--- src/rtl/mlu_pkg.sv ---
package mlu_pkg;

    localparam logic [6:0] MAJOR_OPC = 7'b1010111;
    localparam logic [2:0] MINOR_F3  = 3'b010;
    localparam logic [5:0] GRP_SCAL  = 6'b010000;
    localparam logic [5:0] GRP_XFRM  = 6'b010100;
    localparam logic [2:0] GRP_LOGIC_HI = 3'b011;
    localparam logic [4:0] SUB_POP   = 5'b10000;
    localparam logic [4:0] SUB_FIRST = 5'b10001;
    localparam logic [4:0] SUB_BEFORE = 5'b00001;
    localparam logic [4:0] SUB_ONLY   = 5'b00010;
    localparam logic [4:0] SUB_UPTO   = 5'b00011;

    typedef enum logic [2:0] {
        OP_NONE,
        OP_LOGIC,
        OP_POP,
        OP_FIRST,
        OP_BEFORE,
        OP_UPTO,
        OP_ONLY
    } mop_e;

    // Encoding order matters: it follows the low three bits of the selector.
    typedef enum logic [2:0] {
        LF_ANDNOT,
        LF_AND,
        LF_OR,
        LF_XOR,
        LF_ORNOT,
        LF_NAND,
        LF_NOR,
        LF_XNOR
    } lfn_e;

    typedef struct packed {
        logic foreign;
        logic illegal;
        mop_e op;
        lfn_e lfn;
        logic vm;
    } mdec_t;

    function automatic mdec_t decode_word(input logic [31:0] w);
        mdec_t d;
        logic [5:0] sel;
        logic [4:0] sub;
        sel = w[31:26];
        sub = w[19:15];
        d.foreign = 1'b0;
        d.illegal = 1'b0;
        d.op      = OP_NONE;
        d.lfn     = LF_ANDNOT;
        d.vm      = w[25];
        if (w[6:0] != MAJOR_OPC || w[14:12] != MINOR_F3) begin
            d.foreign = 1'b1;
        end else if (sel[5:3] == GRP_LOGIC_HI) begin
            if (w[25]) begin
                d.op  = OP_LOGIC;
                d.lfn = lfn_e'(sel[2:0]);
            end else begin
                d.illegal = 1'b1;
            end
        end else if (sel == GRP_SCAL) begin
            case (sub)
                SUB_POP:   d.op = OP_POP;
                SUB_FIRST: d.op = OP_FIRST;
                default:   d.illegal = 1'b1;
            endcase
        end else if (sel == GRP_XFRM) begin
            case (sub)
                SUB_BEFORE: d.op = OP_BEFORE;
                SUB_UPTO:   d.op = OP_UPTO;
                SUB_ONLY:   d.op = OP_ONLY;
                default:    d.illegal = 1'b1;
            endcase
        end else begin
            d.illegal = 1'b1;
        end
        return d;
    endfunction

endpackage

--- src/rtl/mlu_lanes.sv ---
module mlu_lanes #(
    parameter int VLEN = 64,
    localparam int VLW = $clog2(VLEN + 1)
) (
    input  logic            clk,
    input  logic            rst,
    input  logic [VLW-1:0]  vl,
    input  logic [VLEN-1:0] v0,
    input  logic            vm,
    output logic [VLEN-1:0] in_vl,
    output logic [VLEN-1:0] on
);

    for (genvar g = 0; g < VLEN; g++) begin : g_lane
        assign in_vl[g] = (vl > VLW'(g));
        assign on[g]    = in_vl[g] & (vm | v0[g]);
    end

    a_r7_active_inside_vl: assert property (@(posedge clk) disable iff (rst)
        (on & ~in_vl) == '0);

    a_r8_prefix_shape: assert property (@(posedge clk) disable iff (rst)
        (in_vl & ~(in_vl >> 1) & ~(in_vl << 1) & ~in_vl) == '0 &&
        (((in_vl >> 1) & ~in_vl)) == '0);

endmodule

--- src/rtl/mlu_logic.sv ---
module mlu_logic
    import mlu_pkg::*;
#(
    parameter int VLEN = 64
) (
    input  lfn_e            fn,
    input  logic [VLEN-1:0] a,
    input  logic [VLEN-1:0] b,
    output logic [VLEN-1:0] y
);

    always_comb begin
        case (fn)
            LF_ANDNOT: y = a & ~b;
            LF_AND:    y = a & b;
            LF_OR:     y = a | b;
            LF_XOR:    y = a ^ b;
            LF_ORNOT:  y = a | ~b;
            LF_NAND:   y = ~(a & b);
            LF_NOR:    y = ~(a | b);
            default:   y = ~(a ^ b);
        endcase
    end

endmodule

--- src/rtl/mlu_scan.sv ---
module mlu_scan #(
    parameter int VLEN = 64,
    localparam int LVLS = $clog2(VLEN),
    localparam int CW   = $clog2(VLEN + 1),
    localparam int IW   = (LVLS < 1) ? 1 : LVLS
) (
    input  logic            clk,
    input  logic            rst,
    input  logic [VLEN-1:0] src,
    output logic [VLEN-1:0] incl,
    output logic [CW-1:0]   pop,
    output logic [IW-1:0]   first,
    output logic            found
);

    // Log-depth inclusive prefix OR, one stage per doubling distance.
    logic [VLEN-1:0] stage [0:LVLS];
    assign stage[0] = src;

    for (genvar k = 0; k < LVLS; k++) begin : g_lvl
        for (genvar i = 0; i < VLEN; i++) begin : g_bit
            if (i >= (1 << k)) begin : g_join
                assign stage[k+1][i] = stage[k][i] | stage[k][i - (1 << k)];
            end else begin : g_pass
                assign stage[k+1][i] = stage[k][i];
            end
        end
    end

    assign incl  = stage[LVLS];
    assign found = incl[VLEN-1];

    always_comb begin
        pop = '0;
        for (int i = 0; i < VLEN; i++) begin
            pop = pop + CW'(src[i]);
        end
    end

    always_comb begin
        first = '0;
        for (int i = VLEN - 1; i >= 0; i--) begin
            if (src[i]) first = IW'(i);
        end
    end

    a_r5_first_is_lowest: assert property (@(posedge clk) disable iff (rst)
        found |-> (src[first] && ((src & ((VLEN'(1) << first) - VLEN'(1))) == '0)));

    a_r4_pop_zero_iff_none: assert property (@(posedge clk) disable iff (rst)
        (pop == '0) == !found);

    a_r6_prefix_monotone: assert property (@(posedge clk) disable iff (rst)
        ((incl << 1) & ~incl) == '0);

endmodule

--- src/rtl/vmask_unit.sv ---
module vmask_unit
    import mlu_pkg::*;
#(
    parameter int VLEN = 64,
    parameter int XLEN = 64,
    localparam int VLW = $clog2(VLEN + 1),
    localparam int CW  = $clog2(VLEN + 1),
    localparam int IW  = ($clog2(VLEN) < 1) ? 1 : $clog2(VLEN)
) (
    input  logic             clk,
    input  logic             rst,
    input  logic             in_valid,
    output logic             in_ready,
    input  logic [31:0]      instr,
    input  logic [VLEN-1:0]  src_a,
    input  logic [VLEN-1:0]  src_b,
    input  logic [VLEN-1:0]  mask_v0,
    input  logic [VLEN-1:0]  dst_old,
    input  logic [VLW-1:0]   vl,
    output logic             out_valid,
    output logic             out_unhandled,
    output logic             out_illegal,
    output logic             out_is_scalar,
    output logic [XLEN-1:0]  out_scalar,
    output logic [VLEN-1:0]  out_mask
);

    typedef struct packed {
        logic            unhandled;
        logic            illegal;
        logic            is_scalar;
        logic [XLEN-1:0] scalar;
        logic [VLEN-1:0] mask;
    } mres_t;

    mdec_t           dec;
    logic            accept;
    logic [VLEN-1:0] in_vl, on, lres, src, incl, excl, xf, sof_v;
    logic [CW-1:0]   pop;
    logic [IW-1:0]   first;
    logic            found;
    mres_t           nxt, cur;

    assign in_ready = ~rst;
    assign accept   = in_valid & in_ready;

    always_comb dec = decode_word(instr);

    mlu_lanes #(.VLEN(VLEN)) u_lanes (
        .clk(clk), .rst(rst), .vl(vl), .v0(mask_v0), .vm(dec.vm),
        .in_vl(in_vl), .on(on)
    );

    mlu_logic #(.VLEN(VLEN)) u_logic (
        .fn(dec.lfn), .a(src_a), .b(src_b), .y(lres)
    );

    assign src = src_a & on;

    mlu_scan #(.VLEN(VLEN)) u_scan (
        .clk(clk), .rst(rst), .src(src),
        .incl(incl), .pop(pop), .first(first), .found(found)
    );

    assign excl  = {incl[VLEN-2:0], 1'b0};
    assign sof_v = src & ~excl;

    always_comb begin
        case (dec.op)
            OP_BEFORE: xf = ~incl;
            OP_UPTO:   xf = ~excl;
            default:   xf = sof_v;
        endcase
    end

    always_comb begin
        nxt           = '0;
        nxt.unhandled = dec.foreign;
        nxt.illegal   = dec.illegal;
        if (!dec.foreign && !dec.illegal) begin
            case (dec.op)
                OP_LOGIC: nxt.mask = (lres & in_vl) | (dst_old & ~in_vl);
                OP_POP: begin
                    nxt.is_scalar = 1'b1;
                    nxt.scalar    = XLEN'(pop);
                end
                OP_FIRST: begin
                    nxt.is_scalar = 1'b1;
                    nxt.scalar    = found ? XLEN'(first) : '1;
                end
                OP_BEFORE, OP_UPTO, OP_ONLY:
                    nxt.mask = (xf & on) | (dst_old & ~on);
                default: nxt = '0;
            endcase
        end
    end

    always_ff @(posedge clk) begin
        if (rst) begin
            out_valid <= 1'b0;
            cur       <= '0;
        end else begin
            out_valid <= accept;
            if (accept) cur <= nxt;
        end
    end

    assign out_unhandled = cur.unhandled;
    assign out_illegal   = cur.illegal;
    assign out_is_scalar = cur.is_scalar;
    assign out_scalar    = cur.scalar;
    assign out_mask      = cur.mask;

    a_r10_accept_then_valid: assert property (@(posedge clk) disable iff (rst)
        accept |=> out_valid);

    a_r10_no_spurious_valid: assert property (@(posedge clk) disable iff (rst)
        !accept |=> !out_valid);

    a_r1_foreign_no_result: assert property (@(posedge clk) disable iff (rst)
        (out_valid && out_unhandled) |-> (!out_illegal && out_mask == '0 && out_scalar == '0));

    a_r9_illegal_no_result: assert property (@(posedge clk) disable iff (rst)
        (out_valid && out_illegal) |-> (out_mask == '0 && out_scalar == '0 && !out_is_scalar));

    a_r6_only_first_onehot: assert property (@(posedge clk) disable iff (rst)
        $onehot0(sof_v));

    a_r8_tail_passthrough: assert property (@(posedge clk) disable iff (rst)
        (accept && !dec.foreign && !dec.illegal && dec.op != OP_POP && dec.op != OP_FIRST)
        |=> ((out_mask & ~$past(in_vl)) == ($past(dst_old) & ~$past(in_vl))));

endmodule

--- config.mk ---
export PLATFORM = sky130hd
export DESIGN_NAME = vmask_unit
export DESIGN_NICKNAME = d
export VERILOG_FILES = /design/src/rtl/mlu_pkg.sv /design/src/rtl/mlu_lanes.sv /design/src/rtl/mlu_logic.sv /design/src/rtl/mlu_scan.sv /design/src/rtl/vmask_unit.sv
export SDC_FILE = /design/constraint.sdc
export NUM_CORES = 1
export LEC_CHECK = 0
export BUFFER_PORTS_ARGS = -buffer_cell sky130_fd_sc_hd__buf_4
export CORE_AREA = 2 2 250 252
export CTS_CLUSTER_DIAMETER = 30
export DETAILED_ROUTE_END_ITERATION = 10
export DIE_AREA = 0 0 252 254
export PLACE_DENSITY = 0.5
export SYNTH_ARGS = -nofsm -noshare
export SYNTH_HDL_FRONTEND = slang
export SYNTH_SLANG_ARGS = --single-unit
--- constraint.sdc ---
create_clock -name clk -period 9.4 [get_ports clk]
set_clock_uncertainty 0.1 [all_clocks]
set_input_delay 1.88 -clock clk [delete_from_list [all_inputs] [get_ports clk]]
set_output_delay 1.88 -clock clk [all_outputs]
set_load 0.02 [all_outputs]
* Word level (Yosys, flattened, before mapping)
Index checks and enable logic that the tools add are counted.
** Word-level totals
- Bits of input ports :: 298
- Bits in registers :: 132
** Operators by class
- Mux-type cells :: 84
- Add/subtract/negate cells :: 63
- Equality and inequality tests :: 22
- Order comparisons :: 64
- Bitwise logic cells :: 472
- Reduce and logical (&&, ||, !) cells :: 9
** Operators by type and width (count)
- $and 64x64->64 :: 8
- $not 64->64 :: 8
- $pmux 64 s7 :: 1
- $add 7x1->7 :: 62
- $or 1x1->1 :: 385
- $mux 6 :: 64
- $or 64x64->64 :: 4
- $pmux 64 s2 :: 2
- $gt 7x6->1 const B :: 32
- $mux 131 :: 1
- $pmux 65 s2 :: 1
- $gt 7x5->1 const B :: 16
- $and 1x1->1 :: 65
- $mux 64 :: 1
- $xor 64x64->64 :: 1
- $gt 7x4->1 const B :: 8
- $gt 7x3->1 const B :: 4
- $eq 3x3->1 const B :: 6
- $eq 3x2->1 const B :: 5
- $gt 7x1->1 const B :: 2
- $gt 7x2->1 const B :: 2
- $eq 6x5->1 const B :: 2
- $mux 4 :: 3
- $eq 5x2->1 const B :: 2
- 20 further kinds :: 29

* Logic depth before layout (Yosys ltp)
Gate-level depths: netlist (run 1).
- Word-level depth :: 70
- Gate-level depth with buffers :: 32
- Mapped depth without buffers :: 28

* Cells and area by module
Synthesis (run 1) repeated with hierarchy kept, for this count alone.
** Second synthesis, totals
- Cells, all modules :: 2649
- Area, all modules :: 19994.2 sq um
** Modules (own cells, without submodules)
- mlu_logic :: cells an instance 1018, area an instance 7900.1 sq um, instances 1, seq. area each 0.0 sq um
- vmask_unit :: cells an instance 977, area an instance 7522.2 sq um, instances 1, seq. area each 1521.5 sq um
- mlu_scan :: cells an instance 402, area an instance 3119.2 sq um, instances 1, seq. area each 0.0 sq um
- mlu_lanes :: cells an instance 252, area an instance 1452.6 sq um, instances 1, seq. area each 0.0 sq um

* Worst setup path before layout (run 1)
No wires, ideal clock.
- Path kind :: input to register
- Start point :: input vl[1]
- End point :: register cur (netlist bit out_scalar[6])
- Buffers on the path :: 4
- Data arrival time :: 8.792 ns
- Setup slack :: 0.437 ns
- Required time :: 9.230 ns
- Stages :: 28
- Cells stage by stage :: clkbuf_1 > buf_2 > buf_2 > clkbuf_1 > nor4b_1 > a221oi_1 > inv_1 > fa_1 > fa_1 > fa_1 > fa_1 > inv_1 > fa_1 > inv_1 > fa_1 > fa_1 > fa_1 > fa_1 > fa_1 > nor2b_1 > o21ai_0 > nand2b_1 > a21oi_1 > nor2_1 > nor2_1 > nor2_1 > a21oi_1 > a21oi_1
** On the way
- Longest elaborated chain between the ends :: 68
** Ends and longest elaborated chain
- from (decl) :: RTL line vmask_unit.sv:19 : input logic [VLW-1:0] vl,
- $gt 7x1->1 :: RTL line mlu_lanes.sv:15 : assign in_vl[g] = (vl > VLW'(g));
- $and 1x1->1 :: RTL line mlu_lanes.sv:16 : assign on[g] = in_vl[g] & (vm | v0[g]);
- $and 64x64->64 * :: RTL line vmask_unit.sv:58 : assign src = src_a & on;
- $add 1x1->2 :: RTL line mlu_scan.sv:36 : pop = pop + CW'(src[i]);
- $add 7x1->7 (62 in series) :: RTL line mlu_scan.sv:36
- $pmux 65 s2 * :: RTL line vmask_unit.sv:81 : case (dec.op)
- $mux 131 * :: RTL line vmask_unit.sv:80 : if (!dec.foreign && !dec.illegal) begin
- to (signal assigned) :: RTL line vmask_unit.sv:104 : if (accept) cur <= nxt;
- to (decl) :: RTL line vmask_unit.sv:42 : mres_t nxt, cur;
Every way passes the cells marked *; elsewhere a longest branch is shown, timed or not.
A chain may end at the register's enable or synchronous reset.

* Final worst setup path (run 1)
- Start point :: input vl[5]
- End point :: register cur (netlist bit out_scalar[6])
The elaborated chain is that of the path after synthesis.

==> flow_summary.toml, run 1 <==
[sta]
tightestPinTransition_ns = 1.26
max_freq_ghz = 0.111
hold_slack_ns = 0.357
slew_viol_final = 0
setup_violations = 0
rsz0062_at_grt = "false"
hold_viol = 0
maxSlewHeadroom = 0.159
post-route-min-period_ns = 8.97
period_share = 0.954
finalSetupTns_ns = 0

[synth]
synth-main-ff-cell = "dfxtp_1"
synth_edf_count = 0
yosys_warnings = 0
synth_cell_types = 98
yosys.area_share.simple = 0.205
synth_top_area_frac = 0.182
yosysSeqAreaShare = 0.0809
syn_nets = 3284
synth_top_family_by_area = "compound AO/OA/AOI/OAI gates"
synth_top_cell_by_area = "ha_1"
synthTopCellsByArea = "ha_1 (18%), dfxtp_1 (8.1%), a21oi_1 (5.9%), fa_1 (5.8%), o21ai_0 (5.7%)"
synth_xor_area_frac = 0.0256
synth-seq-cells = 76
syn_inst = 2658
synthArstFlopShare = 0
synthMuxAreaShare = 0.00639
synth_adder_area_share = 0.240
syn_avg_cell_area_um2 = 7.07
netlist_area_um2 = 18800
synth_compound_area_frac = 0.338

[drt]
drc_errors = 0
dr.pass1.iters = 8
first_iter_violations = 2419
vias = 24300
viasPerCell = 6.32
detail_route.wl_per_cell_um = 34.6
antenna_left = 0
routed_wirelength_um = 133000

[power_and_ir_drop]
netSwitchingFraction = 0.494
ir_drop_mv = 0.657
seq_power_share = 0.095
p_comb_frac = 0.775
clock_power_share = 0.130
p_leak_nw = 10.4
power_density_nw_per_um2 = 144
total_power_mw = 3.40
power.internal_mw = 1.72
power_switching_mw = 1.68

[critical_path]
max_stage_delay_ns = 0.73
crit_fanout = 16
arrival_ns = 9.20
path_common_cell = "fa_1"
worstSetupEndpointType = "register"
startpoint_type = "input port"
cp_slowest_cell = "a211oi_1"
worst_ep_required_time_ns = 9.63
r2r_cells = 6
path_delay_family = "adder cells"
crit_type = "input port to register"
crit_buf_inv = 4
cp_num_cells = 25

[global_routing]
grt_max_degree = 72
antenna_found_initial = 6
grt_usage = 0.402
grt_pass1_wl_um = 180000
gr-total-overflow = 0
grt_pass1_vias = 23700

[clock_network]
numCtsBuffers = 9
insertion_delay_ns = 0.40
cts_sinks = 76
cts_tree = "yes"
clk_pin_slew_ns = 0.07
post_cts_buffers = 0
post_cts_resized = 0
htreeDepth = 3
cts_root_buf = "clkbuf_16"
cts.path.max_buffers = 2
holdBufCountCts = 0

[floorplanning]
start_util = 0.307
rows = 91
ios = 431
die_x_um = 252
die_h_um = 254
core_um2 = 61300
dieArea_um2 = 64000

[place]
port_buffers = 420
hpwlAfterDp_um = 107000
gp_congestion = 1.04

[final_layout]
final_net_count = 3669
fillerInstances = 6615
syn2layout_area_growth_pct = 25.9
layout_common_cells = "buf_4 (590), ha_1 (274), nand2_1 (235), a21oi_1 (223), inv_1 (222)"
multi_input_area_um2 = 15400
utilization = 0.386
drive_gt1_frac = 0.224
seq_area_um2 = 1520
final_common_cell = "buf_4"

[min_path]
hold_path.class = "register to register"
min_path_cells = 2

[status]
status = "complete, no violations"

[run]
cap_viol_max_count = 0
==> cell families after synthesis <==
group                      after synthesis
AOI/OAI and AO/OA                      947
xor gates and xnor gates                55
adders and majority gates              328
buffers and inverters                  449
DFF                                     76
muxes                                   12
and+or+nand+nor                        791
==> cells in the mapped netlist (11+ instances only) <==
library cell / count
buf_4: 57
buf_1: 21
xor2_1: 22
o221ai_1: 29
o2111ai_1: 21
o22ai_1: 39
and2_1: 13
a211o_1: 12
a31oi_1: 21
o21ai_0: 215
clkbuf_1: 129
mux2i_1: 12
nor4_1: 29
ha_1: 274
inv_1: 222
o32ai_1: 11
nand2_1: 235
nand4_1: 25
buf_2: 12
o31ai_1: 17
a21o_1: 13
a2bb2oi_1: 16
a211oi_1: 33
dfxtp_1: 76
a221oi_1: 48
a22oi_1: 41
nor3_1: 73
or2_2: 13
a22o_1: 12
or3_1: 19
nand2b_1: 14
xnor2_1: 33
o2bb2ai_1: 12
and3_1: 16
nand3_1: 64
fa_1: 54
nor2_1: 213
nor2b_1: 18
a21oi_1: 223
o21a_1: 12
o211ai_1: 64
==> worst paths after layout <==
kind	slack [ns]	start	end
setup / recovery	0.43	vl[5]	out_scalar[6]
hold / removal	0.36	out_is_scalar	out_is_scalar
setup reg to reg	7.54	out_mask[48]	out_mask[48]
hold reg to reg	0.36	out_is_scalar	out_is_scalar
==> state kept, by name, summed over array words and instances (netlist names) <==
signal,cells
out_valid,1
out_is_scalar,1
out_unhandled,1
out_mask,64
out_scalar,8
out_illegal,1
==> per-layer routing <==
| layer | up-vias | share of wire | track usage |
|---|---|---|---|
| met5 | - | 0.00017 | 0 |
| met4 | 4 | 0.091 | 0.312 |
| met3 | 378 | 0.074 | 0.0589 |
| met2 | 1468 | 0.45 | 0.661 |
| met1 | 11900 | 0.38 | 0.470 |
| li1 | 10500 | - | - |
==> per-stage QoR <==
step / cell area (um^2) / worst slack, ns / std cells
3_5_place_dp: 23300 / 0.0903 / 3822
4_1_cts: 23700 / 0.497 / 3838
5_1_grt: 23700 / 0.138 / 3838
2_1_floorplan: 18800 / 0.437 / 2658
3_3_place_gp: 23300 / 0.0742 / 3822
6_report: 23700 / 0.429 / 3840
==> power groups by stage <==
stage	clock network (mW)	registers, mW	logic, mW
after detailed placement	0	0.330	2.56
after floorplan	0	0.331	1.75
after global placement	0	0.331	2.52
after global routing	0.452	0.323	2.92
after CTS	0.447	0.323	2.59
final	0.441	0.323	2.63
==> worst min-delay path: cells and delay by family (launching register included) <==
kind / cells / cell delay [ns]
compound gates: 1 / 0.05
simple gates: 1 / 0.05
flops: 1 / 0.31
==> layout make-up <==
class                      count  area share
timing repair buffer         597       0.193
sequential                    76      0.0644
multi-input combinational   2133       0.651
tap                          790      0.0418
inverter                     226      0.0359
clock inverter                 4     0.00307
clock buffer                  12      0.0104
antenna                        2    0.000212
Note: power is estimated with default switching activity, not from simulation.
==> run 2, diff against run 1 <==
--- a/config.mk
+++ b/config.mk
@@ -8,4 +8,5 @@
 export BUFFER_PORTS_ARGS = -buffer_cell sky130_fd_sc_hd__buf_4
 export CORE_AREA = 2 2 250 252
+export CTS_BUF_LIST = sky130_fd_sc_hd__clkbuf_2 sky130_fd_sc_hd__clkbuf_4 sky130_fd_sc_hd__clkbuf_8
 export CTS_CLUSTER_DIAMETER = 30
 export DETAILED_ROUTE_END_ITERATION = 10
==> constraint.sdc (replaced) <==
create_clock -name clk -period 9.4 [get_ports clk]
set_clock_uncertainty 0.1 [all_clocks]
set_input_delay 0.94 -clock clk [delete_from_list [all_inputs] [get_ports clk]]
set_output_delay 0.94 -clock clk [all_outputs]
set_load 0.02 [all_outputs]
==> flow_summary.toml, run 2 (same netlist as run 1, synthesis figures left out) <==
[status]
status = "complete, no violations"

[min_path]
min_path_cells = 2
hold_path.class = "register to register"
hold_start = "out_is_scalar"
worstHoldEndpoint = "out_is_scalar"

[final_layout]
final_net_count = 3602
final_common_cell = "buf_4"
fillerInstances = 6677
layout_common_cells = "buf_4 (528), ha_1 (274), nand2_1 (235), a21oi_1 (223), inv_1 (222)"
fin_area_um2 = 23000
syn2layout_area_growth_pct = 22.2
largest_register_ffs = 64
drive_gt1_frac = 0.206

[place]
place_area_um2 = 22800
hpwlAfterDp_um = 105000
port_buffers = 420
gp_congestion = 1.04

[drt]
viasPerCell = 6.27
antenna_left = 0
vias = 23600
dr.pass1.iters = 8
detail_route.wl_per_cell_um = 34.8
first_iter_violations = 2275
drc_errors = 0
routed_wirelength_um = 131000

[global_routing]
grt_pass1_wl_um = 178000
grt_pass1_vias = 23300
antenna_found_initial = 7
gr-total-overflow = 0
grt_usage = 0.397
grt_max_degree = 67

[floorplanning]
core_um2 = 61300
start_util = 0.307
rows = 91
ios = 431
die_x_um = 252
die_h_um = 254
dieArea_um2 = 64000

[power_and_ir_drop]
ir_drop_mv = 0.499
power_density_nw_per_um2 = 135
p_leak_nw = 9.99

[critical_path]
crit_fanout = 27
r2r_cells = 6
startpoint_type = "input port"
crit_type = "input port to register"
cp_slowest_cell = "a211oi_1"
path_delay_family = "adder cells"
max_stage_delay_ns = 0.65
arrival_ns = 8.50
cp_num_cells = 26
worst_ep_required_time_ns = 9.71
crit_buf_inv = 5
reg2reg_slack_ns = 7.46
r2r_start = "out_mask[48]"
path_common_cell = "fa_1"
worstSetupEndpointType = "register"
reg2reg_to = "out_mask[48]"

[clock_network]
numCtsBuffers = 9
post_cts_buffers = 0
cts_tree = "yes"
cts.path.max_buffers = 2
cts_root_buf = "clkbuf_8"
holdBufCountCts = 0
clk_pin_slew_ns = 0.11
post_cts_resized = 0
insertion_delay_ns = 0.48
cts_sinks = 76
htreeDepth = 3

[sta]
rsz0062_at_grt = "false"
hold_viol = 0
slew_viol_final = 0
period_share = 0.871
maxSlewHeadroom = 0.204
tightestPinTransition_ns = 1.19
setup_violations = 0
post-route-min-period_ns = 8.19
finalSetupTns_ns = 0
max_freq_ghz = 0.122

[run]
cap_viol_max_count = 0
==> run 2: layer usage <==
metal	vias to the layer above	wire length [um]	global-route usage
li1	10300	-	-
met1	11500	49400	0.458
met2	1425	60100	0.659
met3	376	10600	0.0725
met4	6	11200	0.293
met5	-	37	0
==> run 2: worst min-delay path: cells and delay by family, from the launching register on <==
family	cells	cell delay (ns)
AOI/OAI and AO/OA	1	0.05
DFF	1	0.32
and+or+nand+nor	1	0.05
==> run 2: cell type report <==
type | count | area [um^2] | area share
well taps | 790 | 988 | 0.0430
multi-input cells | 2133 | 15400 | 0.671
inverters | 226 | 848 | 0.0369
diodes | 2 | 5.00 | 0.000218
flip-flops and latches | 76 | 1520 | 0.0663
clock buffers | 11 | 145 | 0.00632
clock inverters | 4 | 50.0 | 0.00218
repair buffers | 530 | 4000 | 0.174
==> run 2: where the power goes <==
group          internal, mW  total [mW]  switching [mW]
combinational          1.07        2.46            1.39
clock                 0.131       0.323           0.192
sequential            0.322       0.323        0.000795
total                  1.53        3.11            1.58
==> run 2: metrics by stage <==
step / total power, mW / setup WS, ns / std cells / hold slack, ns / util
global route: 3.49 / 0.940 / 3771 / 0.393 / 0.375
floorplan: 2.08 / 1.38 / 2658 / 0.430 / -
finish: 3.11 / 1.21 / 3772 / 0.359 / 0.375
CTS: 3.10 / 1.32 / 3770 / 0.362 / 0.375
global placement: 2.77 / 0.769 / 3755 / 0.342 / 0.372
detailed placement: 2.75 / 0.817 / 3755 / 0.347 / 0.372
==> run 2: how the worst max path moves through the flow <==
| stage | end | slack (ns) | from |
|---|---|---|---|
| after CTS | out_scalar[6] | 1.32 | vl[5] |
| after detailed placement | out_scalar[6] | 0.82 | vl[5] |
| after floorplan | out_scalar[6] | 1.38 | vl[1] |
| final | out_scalar[6] | 1.21 | vl[5] |
| after global routing | out_scalar[6] | 0.94 | instr[25] |
| after global placement | out_scalar[6] | 0.77 | vl[5] |
